--- src/rtl/pd_pkg.sv ---
package pd_pkg;

  typedef enum logic [1:0] {
    MODE_PASS      = 2'd0,
    MODE_CLEAN     = 2'd1,
    MODE_KEEP_LOW  = 2'd2,
    MODE_KEEP_HIGH = 2'd3
  } filt_mode_e;

  // Strobes from the control to the datapath
  typedef struct packed {
    logic clear;     // zero prescaler and unit counter
    logic stepPre;   // advance prescaler by one tick
    logic stepUnit;  // prescaler wrapped: bump unit counter
    logic load;      // load output register
    logic loadVal;   // value to load
  } dp_strobe_t;

endpackage

--- src/rtl/pd_datapath.sv ---
module pd_datapath
  import pd_pkg::*;
#(
  parameter int CNT_W      = 4,
  parameter int UNIT0_LOG2 = 1,
  parameter int UNIT1_LOG2 = 3,
  parameter int UNIT2_LOG2 = 9,
  parameter int UNIT3_LOG2 = 11
) (
  input  logic             clk,
  input  logic             rst_n,
  input  dp_strobe_t       strobe,
  input  logic [CNT_W-1:0] cfgCount,
  input  logic             cfgLarge,
  input  logic             cfgUnit,
  output logic             preLast,
  output logic             unitLast,
  output logic             filtOut
);

  localparam int PRE_W = UNIT3_LOG2;
  localparam logic [PRE_W-1:0] TOP0 = PRE_W'((1 << UNIT0_LOG2) - 1);
  localparam logic [PRE_W-1:0] TOP1 = PRE_W'((1 << UNIT1_LOG2) - 1);
  localparam logic [PRE_W-1:0] TOP2 = PRE_W'((1 << UNIT2_LOG2) - 1);
  localparam logic [PRE_W-1:0] TOP3 = PRE_W'((1 << UNIT3_LOG2) - 1);

  logic [PRE_W-1:0] preCnt;
  logic [CNT_W-1:0] unitCnt;
  logic [PRE_W-1:0] preTop;
  logic [CNT_W-1:0] needM1;

  // unit select: large bit is the high bit of the selector
  always_comb begin
    unique case ({cfgLarge, cfgUnit})
      2'b00:   preTop = TOP0;
      2'b01:   preTop = TOP1;
      2'b10:   preTop = TOP2;
      default: preTop = TOP3;
    endcase
  end

  // a zero count still needs one unit
  assign needM1   = (cfgCount == '0) ? '0 : cfgCount - CNT_W'(1);
  assign preLast  = (preCnt == preTop);
  assign unitLast = (unitCnt == needM1);

  always_ff @(posedge clk or negedge rst_n) begin
    if (!rst_n) begin
      preCnt  <= '0;
      unitCnt <= '0;
    end else if (strobe.clear) begin
      preCnt  <= '0;
      unitCnt <= '0;
    end else if (strobe.stepUnit) begin
      preCnt  <= '0;
      unitCnt <= unitCnt + CNT_W'(1);
    end else if (strobe.stepPre) begin
      preCnt  <= preCnt + PRE_W'(1);
    end
  end

  always_ff @(posedge clk or negedge rst_n) begin
    if (!rst_n)           filtOut <= 1'b0;
    else if (strobe.load) filtOut <= strobe.loadVal;
  end

endmodule

--- src/rtl/pd_ctrl.sv ---
module pd_ctrl
  import pd_pkg::*;
#(
  parameter int CNT_W = 4
) (
  input  logic             clk,
  input  logic             rst_n,
  input  logic             tickEn,
  input  logic             pinIn,
  input  logic [1:0]       cfgMode,
  input  logic [CNT_W-1:0] cfgCount,
  input  logic             cfgLarge,
  input  logic             cfgUnit,
  input  logic             filtOut,
  input  logic             preLast,
  input  logic             unitLast,
  output dp_strobe_t       strobe,
  output logic             busy
);

  localparam int CFG_W = 2 + CNT_W + 2;

  logic [CFG_W-1:0] cfgNow, cfgPrev;
  logic             cfgChg;
  logic             passNow;
  filt_mode_e       mode;

  assign cfgNow = {cfgMode, cfgCount, cfgLarge, cfgUnit};
  assign cfgChg = (cfgNow != cfgPrev);
  assign mode   = filt_mode_e'(cfgMode);

  always_ff @(posedge clk or negedge rst_n) begin
    if (!rst_n) cfgPrev <= '0;
    else        cfgPrev <= cfgNow;
  end

  // edge toward the preserved level goes straight through
  always_comb begin
    unique case (mode)
      MODE_KEEP_LOW:  passNow = !pinIn;
      MODE_KEEP_HIGH: passNow = pinIn;
      default:        passNow = 1'b0;
    endcase
  end

  always_comb begin
    strobe  = '0;
    busy    = 1'b0;
    if (cfgChg || mode == MODE_PASS) begin
      strobe.clear   = 1'b1;
      strobe.load    = 1'b1;
      strobe.loadVal = pinIn;
    end else if (pinIn == filtOut) begin
      strobe.clear   = 1'b1;
    end else if (passNow) begin
      strobe.clear   = 1'b1;
      strobe.load    = 1'b1;
      strobe.loadVal = pinIn;
    end else begin
      busy = 1'b1;
      if (tickEn) begin
        if (preLast && unitLast) begin
          strobe.clear   = 1'b1;
          strobe.load    = 1'b1;
          strobe.loadVal = pinIn;
        end else if (preLast) begin
          strobe.stepUnit = 1'b1;
        end else begin
          strobe.stepPre  = 1'b1;
        end
      end
    end
  end

endmodule

--- src/rtl/pin_debounce.sv ---
module pin_debounce
  import pd_pkg::*;
#(
  parameter int CNT_W      = 4,
  parameter int UNIT0_LOG2 = 1,
  parameter int UNIT1_LOG2 = 3,
  parameter int UNIT2_LOG2 = 9,
  parameter int UNIT3_LOG2 = 11
) (
  input  logic             clk,
  input  logic             rst_n,
  input  logic             tickEn,
  input  logic             pinIn,
  input  logic [1:0]       cfgMode,
  input  logic [CNT_W-1:0] cfgCount,
  input  logic             cfgLarge,
  input  logic             cfgUnit,
  output logic             filtOut,
  output logic             busy
);

  dp_strobe_t strobe;
  logic       preLast;
  logic       unitLast;

  pd_ctrl #(.CNT_W(CNT_W)) u_ctrl (
    .clk      (clk),
    .rst_n    (rst_n),
    .tickEn   (tickEn),
    .pinIn    (pinIn),
    .cfgMode  (cfgMode),
    .cfgCount (cfgCount),
    .cfgLarge (cfgLarge),
    .cfgUnit  (cfgUnit),
    .filtOut  (filtOut),
    .preLast  (preLast),
    .unitLast (unitLast),
    .strobe   (strobe),
    .busy     (busy)
  );

  pd_datapath #(
    .CNT_W      (CNT_W),
    .UNIT0_LOG2 (UNIT0_LOG2),
    .UNIT1_LOG2 (UNIT1_LOG2),
    .UNIT2_LOG2 (UNIT2_LOG2),
    .UNIT3_LOG2 (UNIT3_LOG2)
  ) u_dp (
    .clk      (clk),
    .rst_n    (rst_n),
    .strobe   (strobe),
    .cfgCount (cfgCount),
    .cfgLarge (cfgLarge),
    .cfgUnit  (cfgUnit),
    .preLast  (preLast),
    .unitLast (unitLast),
    .filtOut  (filtOut)
  );

endmodule

--- config.mk ---
export PLATFORM = sky130hd
export DESIGN_NAME = pin_debounce
export DESIGN_NICKNAME = d
export VERILOG_FILES = /design/src/rtl/pd_pkg.sv /design/src/rtl/pd_datapath.sv /design/src/rtl/pd_ctrl.sv /design/src/rtl/pin_debounce.sv
export SDC_FILE = /design/constraint.sdc
export NUM_CORES = 1
export LEC_CHECK = 0
export ABC_AREA = 1
export BUFFER_PORTS_ARGS = -buffer_cell sky130_fd_sc_hd__buf_2
export CAP_MARGIN = 20
export CORE_MARGIN = 4
export CORE_UTILIZATION = 25
export DETAILED_ROUTE_END_ITERATION = 12
export MAX_ROUTING_LAYER = met4
export PLACE_DENSITY = 0.5
export RECOVER_POWER = 50
export SLEW_MARGIN = 10
export SYNTH_ARGS = -nofsm -noshare
export SYNTH_HDL_FRONTEND = slang
export SYNTH_SLANG_ARGS = --single-unit
--- constraint.sdc ---
create_clock -name clk -period 1.9 [get_ports clk]
set_clock_uncertainty 0.05 [all_clocks]
set_input_delay 0.19 -clock clk [delete_from_list [all_inputs] [get_ports clk]]
set_output_delay 0.19 -clock clk [all_outputs]
set_load 0.1 [all_outputs]
Yosys cells after proc, flatten, opt, wreduce, memory -nomap -nowiden
Index checks and enable logic that the tools add are counted.
{"block": "classes", "addsub": 3, "n_eq_ne": 8, "n_mux": 25, "reduce_logical": 8}
{"op": "$mux 11", "n": 3}
{"op": "$pmux 11 s3", "n": 1}
{"op": "$mux 4", "n": 4}
{"op": "$mux 2", "n": 6}
{"op": "$add 11x1->11 const B", "n": 1}
{"op": "$eq 11x11->1", "n": 1}
{"op": "$mux 1", "n": 9}
{"op": "$ne 8x8->1", "n": 1}
{"op": "$eq 2x2->1 const B", "n": 3}
{"op": "$mux 5", "n": 1}
{"op": "$add 4x1->4 const B", "n": 1}
{"op": "$eq 4x4->1", "n": 1}
{"op": "$logic_not 2->1", "n": 2}
{"op": "$logic_not 4->1", "n": 1}
{"op": "$sub 4x1->4 const B", "n": 1}
{"op": "$reduce_bool 3->1", "n": 1}
{"op": "$eq 2x1->1 const B", "n": 1}
{"op": "$pmux 1 s2", "n": 1}
{"op": "$reduce_bool 2->1", "n": 1}
{"op": "$eq 1x1->1", "n": 1}
{"op": "$logic_and 1x1->1", "n": 1}
{"op": "$logic_not 1->1", "n": 1}
{"op": "$logic_or 1x1->1", "n": 1}
{"block": "totals", "regBits": 24, "inputBits": 12, "out_inout_bits": 2, "wordCells": 48}

Depth between registers and ports, before layout
Gate-level depths: netlist of run 1.
{"block": "logic_depth", "ltp_word": 12, "ltp_mapped": 12, "mapped_depth_nobuf": 12}

Hierarchy
From an unflattened synthesis of run 1, not the netlist that was laid out.
{"block": "unflattened", "cells_unflattened": 241, "hier_area_um2": 1610.3}
{"module": "pd_datapath", "n_inst": 1, "cells_per_inst": 154, "area_each_um2": 1042.2, "seq_area_each_um2": 400.4}
{"module": "pd_ctrl", "n_inst": 1, "cells_per_inst": 87, "area_each_um2": 568.0, "seq_area_each_um2": 200.2}

Worst setup path before layout of run 1
Ideal clock, no wire load.
{"block": "synth_timing", "kind": "register to register", "startpoint": "register u_dp.filtOut", "endpoint": "register u_dp.preCnt[7]", "setup_ns": 0.119, "t_arrival_ns": 2.146, "t_required_ns": 1.731, "slack_ns": -0.414, "stages_incl_launch_ff": 8, "path_buffers": 0, "synth_period_minus_slack_ns": 2.314, "cell_sequence": "dfrtp_1 -> xor2_1 -> nand3_2 -> clkinv_2 -> nand2_2 -> clkinv_2 -> o21ai_1 -> nor2_1"}
{"block": "synth_between", "elab_chain_cells": 5, "elab_cells_between_ends": 8, "classes_between": "eq/ne (1); mux (6); reduce/logical (1)"}
{"item": "from (decl)", "line": "pd_datapath.sv:18", "source": "output logic filtOut"}
{"item": "from (signal assigned)", "line": "pd_datapath.sv:64", "source": "else if (strobe.load) filtOut <= strobe.loadVal;"}
{"item": "$eq 1x1->1 (*)", "line": "pd_ctrl.sv:53", "source": "end else if (pinIn == filtOut) begin"}
{"item": "$mux 4", "line": "pd_ctrl.sv:53"}
{"item": "$mux 2", "line": "pd_ctrl.sv:49", "source": "if (cfgChg || mode == MODE_PASS) begin"}
{"item": "$mux 11", "line": "pd_datapath.sv:54", "source": "end else if (strobe.stepUnit) begin"}
{"item": "$mux 11", "line": "pd_datapath.sv:51", "source": "end else if (strobe.clear) begin"}
{"item": "to (signal assigned)", "line": "pd_datapath.sv:58", "source": "preCnt <= preCnt + PRE_W'(1);"}
{"item": "to (decl)", "line": "pd_datapath.sv:27", "source": "logic [PRE_W-1:0] preCnt;"}
Mark *: on every way between the ends. The rest lies on a longest branch, timed or not.
A chain may end at the register's enable or synchronous reset.

Final worst setup path of run 1
{"block": "layout_timing", "startpoint": "register u_ctrl.cfgPrev[4]", "endpoint": "output port busy"}
{"block": "layout_between", "elab_chain_cells": 3}
{"item": "from (decl)", "line": "pd_ctrl.sv:23", "source": "logic [CFG_W-1:0] cfgNow, cfgPrev;"}
{"item": "from (signal assigned)", "line": "pd_ctrl.sv:34", "source": "else cfgPrev <= cfgNow;"}
{"item": "$ne 8x8->1", "line": "pd_ctrl.sv:29", "source": "assign cfgChg = (cfgNow != cfgPrev);"}
{"item": "$logic_or 1x1->1", "line": "pd_ctrl.sv:49"}
{"item": "$mux 1", "line": "pd_ctrl.sv:49"}
{"item": "to (decl)", "line": "pin_debounce.sv:19", "source": "output logic busy"}
Every way passes these cells.

==> summary.md, run 1 <==
| Metric | Value |
|---|---|
| Top cells by area, synth | `dfrtp_1, nand2_1, inv_1, nor2_1, nand3_1` |
| Tot GR Track Use | `10.6%` |
| Max cap viols | `0` |
| Net Sw Power | `262 µW` |
| Crit path time final | `1.76 ns` |
| Max Fclk | `568 MHz` |
| R2R cell count | `10` |
| GPL Wtd Cong | `0.818` |
| Antenna cells | `0` |
| Max VDD drop | `0.000197 V` |
| Die height | `87.7 µm` |
| Top Family by Delay on Critical Path | `simple AND/OR/NAND/NOR gates` |
| RR Endpoint | `u_dp.preCnt[7]` |
| Die area | `7690 µm²` |
| Initial antenna violation count | `0` |
| Leakage power | `0.871 nW` |
| CP Cell Sequence | `xnor2_1 -> and3_1 -> nand3_2 -> clkinv_4 -> buf_12` |
| Synthesized Nets | `246` |
| Most frequent cells in the layout | `nand2_1, inv_1, nor2_1` |
| Syn Std Cell Area | `1590 µm²` |
| Largest net degree at the start of global routing | `25` |
| Via density | `4.30` |
| RSZ-0062 raised after global routing | `false` |
| Max Fanout on Critical Path | `4` |
| Share of post-route cells with drive strength above 1 | `14.0%` |
| Routed vias | `1,397` |
| Worst-Skew Late Latency | `0.26 ns` |
| Setup violators final | `0` |
| Seq pwr share | `54.4%` |
| Power per cell area | `535 nW/µm²` |
| WL final | `3580 µm` |
| CTS Root Cell | `clkbuf_8` |
| Combinational share of power | `12.9%` |
| CTS tree | `done` |
| Total negative slack | `0 ns` |
| Tcrit/Tclk final | `92.7%` |
| Routed wire length per instance | `11.0 µm` |
| CP Capture Type | `output port` |
| Worst path bufs/invs | `2` |
| Synth unique cells | `26` |
| CP Depth | `5` |
| Worst R2R Setup Slack | `0.25 ns` |
| Biggest area consumer among synthesized cells | `dfrtp_1` |
| Hold Crit Depth | `1` |
| DIE WIDTH | `87.7 µm` |
| Area of placed instances | `1770 µm²` |
| DR DRC count | `0` |
| Switching part of the total | `27.0%` |
| Synth Register Bits | `24` |
| Vias in the first global route | `1,402` |
| 1st-iter DRT viols | `73` |
| Core area | `6030 µm²` |
| Fin nets | `265` |
| Worst-path clk slew | `0.09 ns` |
| CTS Buf Count | `3` |
| Hpwl dp | `2780 µm` |
| Crit path kind | `reg2out` |
| Yosys warnings | `0` |
| Startpoint Class | `flop` |
| Finished layout cell area | `1810 µm²` |
| Max Slew Vio Count | `0` |
| Crit path from | `u_ctrl.cfgPrev[4]` |
| FP Rows | `28` |
| Status | `finished clean` |
| Final hold vios | `0` |
| CP arrival | `1.52 ns` |
| Slowest stage cell, crit path | `dfrtp_1` |
| Global-route wire length before repair | `6380 µm` |
| Worst slew pin tran | `0.657 ns` |
| Antenna Nets Post-Route | `0` |
| Commonest non-fill, non-tap cell in the layout | `nand2_1` |
| Initial Utilization | `26.3%` |
| Synth top area share | `37.8%` |
| Critical path endpoint | `busy` |
| H-tree Lvls | `1` |
| Reg2reg start | `u_dp.preCnt[3]` |
| I/O Pins | `14` |
| Resized Gates After CTS | `0` |
| Worst Path Required | `1.66 ns` |
| Internal | `708 µW` |
| Sequential area share after synthesis | `37.8%` |
| Postcts setup bufs | `0` |
| Max Buffers Root-to-Sink | `2` |
| Clock power frac | `32.8%` |
| CTS sink cnt | `24` |
| Port Buffers | `13` |
| GR Overflow Total | `0` |
| Synth Instances | `232` |
| Area growth, synth to finish | `14.3%` |
| Worst slew margin relative to its limit | `56.2%` |
| First drt pass iteration count | `4` |
| Hold crit path type | `in2reg` |
| Crit-path max cell delay | `0.39 ns` |
| Syn_area_per_cell | `6.84 µm²` |
-- power groups by stage --
stage | Sequential [mW] | Combinational (mW) | Clock (mW)
floorplan | 0.546 | 0.0682 | 0
global placement | 0.537 | 0.128 | 0
detailed placement | 0.538 | 0.128 | 0
CTS | 0.528 | 0.130 | 0.337
global route | 0.529 | 0.145 | 0.355
finish | 0.528 | 0.125 | 0.318
-- cells in the mapped netlist --
| cell | count |
|---|---|
| nand2_1 | 59 |
| inv_1 | 37 |
| nor2_1 | 28 |
| dfrtp_1 | 24 |
| nand3_1 | 14 |
| nand2_2 | 9 |
| a21oi_1 | 8 |
| inv_2 | 8 |
| o21ai_0 | 8 |
| nand4_1 | 7 |
| o21ai_1 | 4 |
| xor2_1 | 4 |
| nand3_2 | 3 |
| o21bai_1 | 3 |
| and3_1 | 2 |
| clkinv_2 | 2 |
| ha_1 | 2 |
| xnor2_1 | 2 |
| and2_1 | 1 |
| nand3b_1 | 1 |
| nand4_2 | 1 |
| nor2_2 | 1 |
| nor2_4 | 1 |
| nor3_2 | 1 |
| o21a_1 | 1 |
| o31ai_1 | 1 |
-- final cells by class --
cell class                 count  area (µm²)
fill                         672        4210
multi-input combinational    161         808
sequential                    24         604
inverter                      47         183
tap                           75        93.8
timing repair buffer          14        80.1
clock buffer                   4        45.0
-- sequential cells by signal, summed over array words and instances, names as in the netlist --
register	count
u_dp.filtOut	1
u_dp.preCnt	11
u_ctrl.cfgPrev	8
u_dp.unitCnt	4
-- stage by stage --
| step | utilization (%) | worst slack (ns) | total power, mW | hold WS [ns] | cells |
|---|---|---|---|---|---|
| floorplan | - | 0.152 | 0.614 | -0.156 | 232 |
| global placement | 29.4 | 0.243 | 0.666 | 0.180 | 320 |
| detailed placement | 29.4 | 0.243 | 0.666 | 0.184 | 320 |
| CTS | 30.3 | 0.100 | 0.995 | 0.0254 | 325 |
| global route | 30.1 | 0.00721 | 1.03 | 0.0585 | 325 |
| finish | 30.1 | 0.139 | 0.971 | 0.0561 | 325 |
-- how the worst min path moves through the flow --
stage,startpoint,to,slack [ns]
6_report,cfgCount[2],u_ctrl.cfgPrev[4],0.06
5_1_grt,cfgMode[0],u_ctrl.cfgPrev[6],0.06
3_3_place_gp,rst_n,u_dp.preCnt[5],0.18
2_1_floorplan,rst_n,u_ctrl.cfgPrev[0],-0.16
4_1_cts,cfgCount[2],u_ctrl.cfgPrev[4],0.03
3_5_place_dp,rst_n,u_dp.preCnt[5],0.18
-- timing repair --
item	4_1_cts	5_1_grt
setup endpoints to repair	0	0
endpoints found under the hold margin	24	0
hold buffers	1	0
-- metal layers --
layer,track usage [%],up-vias,share of wire (%)
met3,1.79,2,4.8
li1,-,757,-
met1,13.6,615,49
met4,3.35,0,1.0
met5,-,-,0
met2,17.0,23,45
-- kinds of logic after synthesis --
family                     after synthesis  synth area share [%]
xor gates and xnor gates                 6                  3.31
adders and majority gates                2                  1.58
buffers and inverters                   47                  11.3
DFF                                     24                  37.8
and+or+nand+nor                        128                  37.4
AOI/OAI and AO/OA                       25                  8.67
No activity file was read; power rests on OpenSTA's default activity.
==> inputs of run 2 (changes only) <==
- ABC_AREA: 1 -> not set
- CTS_CLUSTER_DIAMETER: not set -> 60
==> summary.md, run 2 <==
| Metric | Value |
|---|---|
| Post-synth EDFFs | `0 (unchanged)` |
| Via density | `4.71 (was 4.30)` |
| CTS Root Cell | `clkbuf_8 (unchanged)` |
| Setup violators final | `1 (was 0)` |
| Switching part of the total | `24.1% (was 27.0%)` |
| I/O Pins | `14 (unchanged)` |
| Postcts setup bufs | `0 (unchanged)` |
| GR Overflow Total | `0 (unchanged)` |
| Crit path kind | `reg2out (unchanged)` |
| Startpoint Class | `flop (unchanged)` |
| CP arrival | `1.74 ns (was 1.52 ns)` |
| CP Capture Type | `output port (unchanged)` |
| Port Buffers | `13 (unchanged)` |
| Max Slew Vio Count | `0 (unchanged)` |
| Clock power frac | `35.6% (was 32.8%)` |
| Synth cell count leaders | `dfrtp_1, nor2_1, xnor2_1, nand3_1 (was nand2_1, inv_1, nor2_1, dfrtp_1, nand3_1)` |
| Filler cells | `545 (was 672)` |
| FP Rows | `26 (was 28)` |
| Max cap viols | `0 (unchanged)` |
| Worst Setup Slack, final | `-0.0838 ns (was 0.139 ns)` |
| Synthesized Nets | `150 (was 246)` |
| RSZ-0062 raised after global routing | `true (was false)` |
| Most flop-heavy register | `u_dp.preCnt (unchanged)` |
| Seq pwr share | `53.6% (was 54.4%)` |
| Top flop regs | `u_dp.preCnt (11), u_ctrl.cfgPrev (8), u_dp.unitCnt (4) (unchanged)` |
| First drt pass iteration count | `4 (unchanged)` |
| R2R cell count | `6 (was 10)` |
| Placed cells | `217 (was 320)` |
| Synth top area share | `44.4% (was 37.8%)` |
| Commonest non-fill, non-tap cell in the layout | `dfrtp_1 (was nand2_1)` |
| Antenna cells | `0 (unchanged)` |
| Yosys warnings | `0 (unchanged)` |
| Worst slew margin relative to its limit | `60.4% (was 56.2%)` |
| Leakage power | `0.581 nW (was 0.871 nW)` |
| Multi-input logic area | `763 µm² (was 808 µm²)` |
| Synth Instances | `136 (was 232)` |
| Core area | `5170 µm² (was 6030 µm²)` |
| CTS tree | `done (unchanged)` |
| Max Fanout on Critical Path | `2 (was 4)` |
| Post-synth ARST share | `100% (unchanged)` |
| Register area | `607 µm² (was 604 µm²)` |
| DR DRC count | `0 (unchanged)` |
| Syn_area_per_cell | `9.94 µm² (was 6.84 µm²)` |
| Initial Utilization | `26.1% (was 26.3%)` |
| Main synth FF type | `dfrtp_1 (unchanged)` |
| Final hold vios | `0 (unchanged)` |
| CTS sink cnt | `24 (unchanged)` |
| 1st-iter DRT viols | `94 (was 73)` |
| Share of post-route cells with drive strength above 1 | `23.7% (was 14.0%)` |
| Worst slew pin tran | `0.594 ns (was 0.657 ns)` |
| Max Buffers Root-to-Sink | `2 (unchanged)` |
| GPL Wtd Cong | `0.762 (was 0.818)` |
| Die height | `81.5 µm (was 87.7 µm)` |
| Tcrit/Tclk final | `104% (was 92.7%)` |
| Hpwl dp | `2010 µm (was 2780 µm)` |
| Max Fclk | `504 MHz (was 568 MHz)` |
| Combinational share of power | `10.8% (was 12.9%)` |
| Sequential area share after synthesis | `44.4% (was 37.8%)` |
| CTS Buf Count | `3 (unchanged)` |
| Synth unique cells | `35 (was 26)` |
| Largest net degree at the start of global routing | `25 (unchanged)` |
| Worst-path clk slew | `0.08 ns (was 0.09 ns)` |
| Hold crit path type | `in2reg (unchanged)` |
| Status | `complete, but fails checks (was finished clean)` |
| Violated checks | `setup timing` |
| Internal | `744 µW (was 708 µW)` |
| H-tree Lvls | `1 (unchanged)` |
| DIE WIDTH | `81.5 µm (was 87.7 µm)` |
| Worst Path Required | `1.66 ns (about the same)` |
| Hold Crit Depth | `1 (unchanged)` |
| Synth Register Bits | `24 (unchanged)` |
| Most common cell in the netlist | `dfrtp_1 (was nand2_1)` |
| Max reg flops | `11 (unchanged)` |
| Non-filler cells, final | `222 (was 325)` |
| Biggest area consumer among synthesized cells | `dfrtp_1 (unchanged)` |
| WL final | `2800 µm (was 3580 µm)` |
| Top cells by area, synth | `dfrtp_1, xnor2_1, xor2_1, nor2_1, nand3_1 (was dfrtp_1, nand2_1, inv_1, nor2_1, nand3_1)` |
| Initial antenna violation count | `0 (unchanged)` |
| Antenna Nets Post-Route | `0 (unchanged)` |
| Tot GR Track Use | `9.60% (was 10.6%)` |
| Net Sw Power | `237 µW (was 262 µW)` |
| Syn Std Cell Area | `1350 µm² (was 1590 µm²)` |
| Fin nets | `167 (was 265)` |
| Vias in the first global route | `1,028 (was 1,402)` |
| Global-route wire length before repair | `4780 µm (was 6380 µm)` |
| Max VDD drop | `0.000360 V (was 0.000197 V)` |
| Crit path time final | `1.98 ns (was 1.76 ns)` |
| Die area | `6650 µm² (was 7690 µm²)` |
| Fin Hold WS | `0.0343 ns (was 0.0561 ns)` |
| Routed wire length per instance | `12.6 µm (was 11.0 µm)` |
| Worst-Skew Late Latency | `0.27 ns (was 0.26 ns)` |
| Area growth, synth to finish | `20.3% (was 14.3%)` |
| Most frequent cells in the layout | `dfrtp_1, nor2_1, xnor2_1 (was nand2_1, inv_1, nor2_1)` |
| Power per cell area | `603 nW/µm² (was 535 nW/µm²)` |
| Routed vias | `1,045 (was 1,397)` |
[run 2: logic make-up (layout without fill, tap and decap cells)]
family,count (synthesis),count (layout),synth area share (%)
DFF,24,24,44.4
xor gates and xnor gates,21,21,13.6
buffers and inverters,7,23,3.15
AOI/OAI and AO/OA,19,19,10.6
adders and majority gates,2,2,1.85
and+or+nand+nor,61,61,24.8
muxes,2,2,1.57
[run 2: critical path, stage by stage (launching register included)]
cell	delay, ns
dfrtp_1	0.41
xnor2_2	0.15
nand4_1	0.16
a2111oi_4	0.35
nand2_2	0.14
clkinvlp_4	0.10
buf_12	0.16
[run 2: layout make-up]
| class | instances | area share [%] |
|---|---|---|
| inverters | 3 | 0.924 |
| clock buffers | 4 | 3.39 |
| repair buffers | 16 | 6.00 |
| multi-input cells | 105 | 47.0 |
| flip-flops and latches | 24 | 37.3 |
| well taps | 70 | 5.39 |
[run 2: repair_timing]
| item | in CTS | in global routing |
|---|---|---|
| resized for setup | 2 | 12 |
| setup endpoints to repair | 1 | 3 |
| hold endpoints to repair | 24 | 0 |
| hold buffers | 1 | 0 |
| pin swaps | 3 | 1 |
[run 2: worst paths after layout]
kind                       slack, ns           endpoint         startpoint
min in group asynchronous       0.40  u_ctrl.cfgPrev[3]              rst_n
hold / removal                  0.03  u_ctrl.cfgPrev[6]         cfgMode[0]
max in group asynchronous       0.97       u_dp.filtOut              rst_n
setup reg to reg                0.08    u_dp.unitCnt[0]    u_dp.unitCnt[0]
hold reg to reg                 0.52       u_dp.filtOut       u_dp.filtOut
setup / recovery               -0.08               busy  u_ctrl.cfgPrev[0]
[run 2: per-layer routing]
layer,part of all wire (%),wire length [µm],GRT usage (%)
met5,0,0,-
met4,0.75,21,2.53
met3,4.8,134,3.07
met2,47,1310,14.2
met1,47,1330,12.7
[run 2: per-stage QoR]
step	setup TNS (ns)	setup slack (ns)	power (mW)	area, µm²	util, %
4_1_cts	-0.114	-0.114	0.994	1580	30.6
3_5_place_dp	0	0.0805	0.634	1510	29.1
5_1_grt	-0.212	-0.184	1.04	1630	31.4
6_report	-0.0838	-0.0838	0.981	1630	31.4
3_3_place_gp	0	0.0948	0.631	1510	29.1
2_1_floorplan	0	0.0357	0.594	1360	-
[run 2: power groups by stage]
stage / Sequential (mW) / Clock [mW] / Combinational [mW]
2_1_floorplan: 0.543 / 0 / 0.0504
3_3_place_gp: 0.535 / 0 / 0.0959
3_5_place_dp: 0.536 / 0 / 0.0982
4_1_cts: 0.526 / 0.365 / 0.103
5_1_grt: 0.527 / 0.391 / 0.117
6_report: 0.526 / 0.349 / 0.106
==> inputs of run 3 (changes only) <==
- PLACE_DENSITY: 0.5 -> 0.52
- clock period: 1.9 -> 1.8 ns (I/O delays scaled with it)
==> summary.md, run 3 (same netlist as run 2, synthesis figures left out) <==
| Metric | Value |
|---|---|
| Largest net degree at the start of global routing | `25 (unchanged)` |
| CP Capture Type | `output port (unchanged)` |
| Status | `complete, but fails checks (unchanged)` |
| Slowest stage cell, crit path | `dfrtp_1 (unchanged)` |
| Antenna Nets Post-Route | `0 (unchanged)` |
| Die area | `6650 µm² (unchanged)` |
| Crit path time final | `1.99 ns` |
| Max Slew Vio Count | `0 (unchanged)` |
| Max Buffers Root-to-Sink | `2 (unchanged)` |
| GR Overflow Total | `0 (unchanged)` |
| Crit-path max cell delay | `0.38 ns (was 0.41 ns)` |
| Via density | `4.55 (was 4.71)` |
| Worst-path clk slew | `0.08 ns (about the same)` |
| Register area | `604 µm² (was 607 µm²)` |
| Initial antenna violation count | `0 (unchanged)` |
| CP arrival | `1.76 ns (was 1.74 ns)` |
| CTS tree | `done (unchanged)` |
| Vias in the first global route | `1,055 (was 1,028)` |
| Max Fanout on Critical Path | `2 (unchanged)` |
| Antenna cells | `0 (unchanged)` |
| Worst path bufs/invs | `2 (unchanged)` |
| Most flop-heavy register | `u_dp.preCnt (unchanged)` |
| Leakage power | `0.676 nW (was 0.581 nW)` |
| GPL Wtd Cong | `0.754 (was 0.762)` |
| Max VDD drop | `0.000283 V (was 0.000360 V)` |
| Worst slew margin relative to its limit | `59.2% (was 60.4%)` |
| RSZ-0062 raised after global routing | `true (unchanged)` |
| CP Cell Sequence | `xnor2_1 -> nand4_1 -> a2111oi_4 -> nand2_2 -> clkinvlp_4 -> buf_12 (was xnor2_2 -> nand4_1 -> a2111oi_4 -> nand2_2 -> clkinvlp_4 -> buf_12)` |
| Max cap viols | `0 (unchanged)` |
| Core area | `5170 µm² (unchanged)` |
| I/O Pins | `14 (unchanged)` |
| CTS Root Cell | `clkbuf_8 (unchanged)` |
| Violated checks | `setup timing (unchanged)` |
| Setup violators final | `11 (was 1)` |
| Die height | `81.5 µm (unchanged)` |
| Power per cell area | `595 nW/µm² (was 603 nW/µm²)` |
| DR DRC count | `0 (unchanged)` |
| FP Rows | `26 (unchanged)` |
| CP Depth | `6 (unchanged)` |
| Routed vias | `1,088 (was 1,045)` |
| Hpwl dp | `2150 µm (was 2010 µm)` |
| Top Family by Delay on Critical Path | `flip-flops (unchanged)` |
| WL final | `2930 µm (was 2800 µm)` |
| Fin nets | `184 (was 167)` |
| Initial Utilization | `26.1% (unchanged)` |
| Final hold vios | `0 (unchanged)` |
| CTS Buf Count | `3 (unchanged)` |
| R2R cell count | `7 (was 6)` |
| DIE WIDTH | `81.5 µm (unchanged)` |
| 1st-iter DRT viols | `19 (was 94)` |
| Worst slew pin tran | `0.613 ns (was 0.594 ns)` |
| Total power | `1.04 mW (was 981 µW)` |
| Routed wire length per instance | `12.3 µm (was 12.6 µm)` |
| Commonest non-fill, non-tap cell in the layout | `dfrtp_1 (unchanged)` |
| Global-route wire length before repair | `4910 µm (was 4780 µm)` |
| Top flop regs | `u_dp.preCnt (11), u_ctrl.cfgPrev (8), u_dp.unitCnt (4) (unchanged)` |
| H-tree Lvls | `1 (unchanged)` |
| Filler cells | `538 (was 545)` |
| Total negative slack | `-0.477 ns (was -0.0838 ns)` |
| Hold crit path type | `in2reg (unchanged)` |
| Worst-Skew Late Latency | `0.27 ns (about the same)` |
| CTS sink cnt | `24 (unchanged)` |
| Crit path kind | `reg2out (unchanged)` |
| Max Fclk | `502 MHz` |
| Hold Crit Depth | `1 (unchanged)` |
| Share of post-route cells with drive strength above 1 | `30.8% (was 23.7%)` |
| Worst Path Required | `1.57 ns (was 1.66 ns)` |
| First drt pass iteration count | `4 (unchanged)` |
| Max reg flops | `11 (unchanged)` |
| Area growth, synth to finish | `29.8% (was 20.3%)` |
| Worst Setup Slack, final | `-0.191 ns (was -0.0838 ns)` |
| Most frequent cells in the layout | `dfrtp_1, buf_4, nor2_1 (was dfrtp_1, nor2_1, xnor2_1)` |
| Multi-input logic area | `767 µm² (was 763 µm²)` |
| Port Buffers | `13 (unchanged)` |
| Startpoint Class | `flop (unchanged)` |
| Tot GR Track Use | `9.87% (was 9.60%)` |
| Tcrit/Tclk final | `111%` |
==> run 3: power breakdown <==
| group | switching, mW | internal [mW] |
|---|---|---|
| Clock | 0.175 | 0.196 |
| Combinational | 0.0715 | 0.0474 |
| Sequential | 0.00555 | 0.549 |
| Total | 0.252 | 0.792 |
==> run 3: routing by layer <==
layer	vias up	global-route usage, %	share of wire, %
li1	548	-	-
met1	522	12.8	48
met2	14	14.7	47
met3	4	3.07	4.0
met4	0	3.04	1.1
met5	-	-	0
==> run 3: final cells by class <==
| cell class | instances | share of cell area [%] |
|---|---|---|
| inverter | 3 | 0.856 |
| sequential | 24 | 34.5 |
| timing repair buffer | 33 | 12.8 |
| multi-input combinational | 105 | 43.7 |
| clock buffer | 4 | 3.14 |
| tap | 70 | 4.99 |
==> run 3: path summary, 6_finish.rpt <==
kind                                    from           endpoint  slack (ns)
min                               cfgMode[0]  u_ctrl.cfgPrev[6]        0.02
max reg2reg                u_ctrl.cfgPrev[0]     u_dp.preCnt[7]       -0.03
min in group asynchronous              rst_n  u_ctrl.cfgPrev[2]        0.40
max                        u_ctrl.cfgPrev[0]               busy       -0.19
min reg2reg                     u_dp.filtOut       u_dp.filtOut        0.52
max in group asynchronous              rst_n    u_dp.unitCnt[1]        0.87
==> run 3: worst register-to-register path, cell delays in order, from the launching register on <==
cell	delay, ns
dfrtp_1	0.38
xnor2_1	0.19
nand4_1	0.17
a2111oi_4	0.35
buf_4	0.19
buf_4	0.10
nand3_2	0.18
nor2_1	0.16
==> run 3: through the flow <==
stage / worst slack (ns) / util, % / hold WS [ns] / cell area [µm²] / instances
final: -0.191 / 33.9 / 0.0224 / 1750 / 239
after global routing: -0.306 / 33.9 / 0.00362 / 1750 / 239
after CTS: -0.205 / 32.6 / 0.0184 / 1690 / 236
after detailed placement: -0.0369 / 31.1 / 0.149 / 1610 / 230
after global placement: -0.0305 / 31.1 / 0.153 / 1610 / 230
after floorplan: 0.00101 / - / -0.166 / 1360 / 136
==> run 3: timing repair <==
| item | CTS | global route |
|---|---|---|
| hold endpoints to repair | 24 | 0 |
| pin swaps | 5 | 9 |
| resized for setup | 1 | 14 |
| hold buffers | 1 | 0 |
| setup buffers | 1 | 4 |
| endpoints found under the setup margin | 3 | 14 |
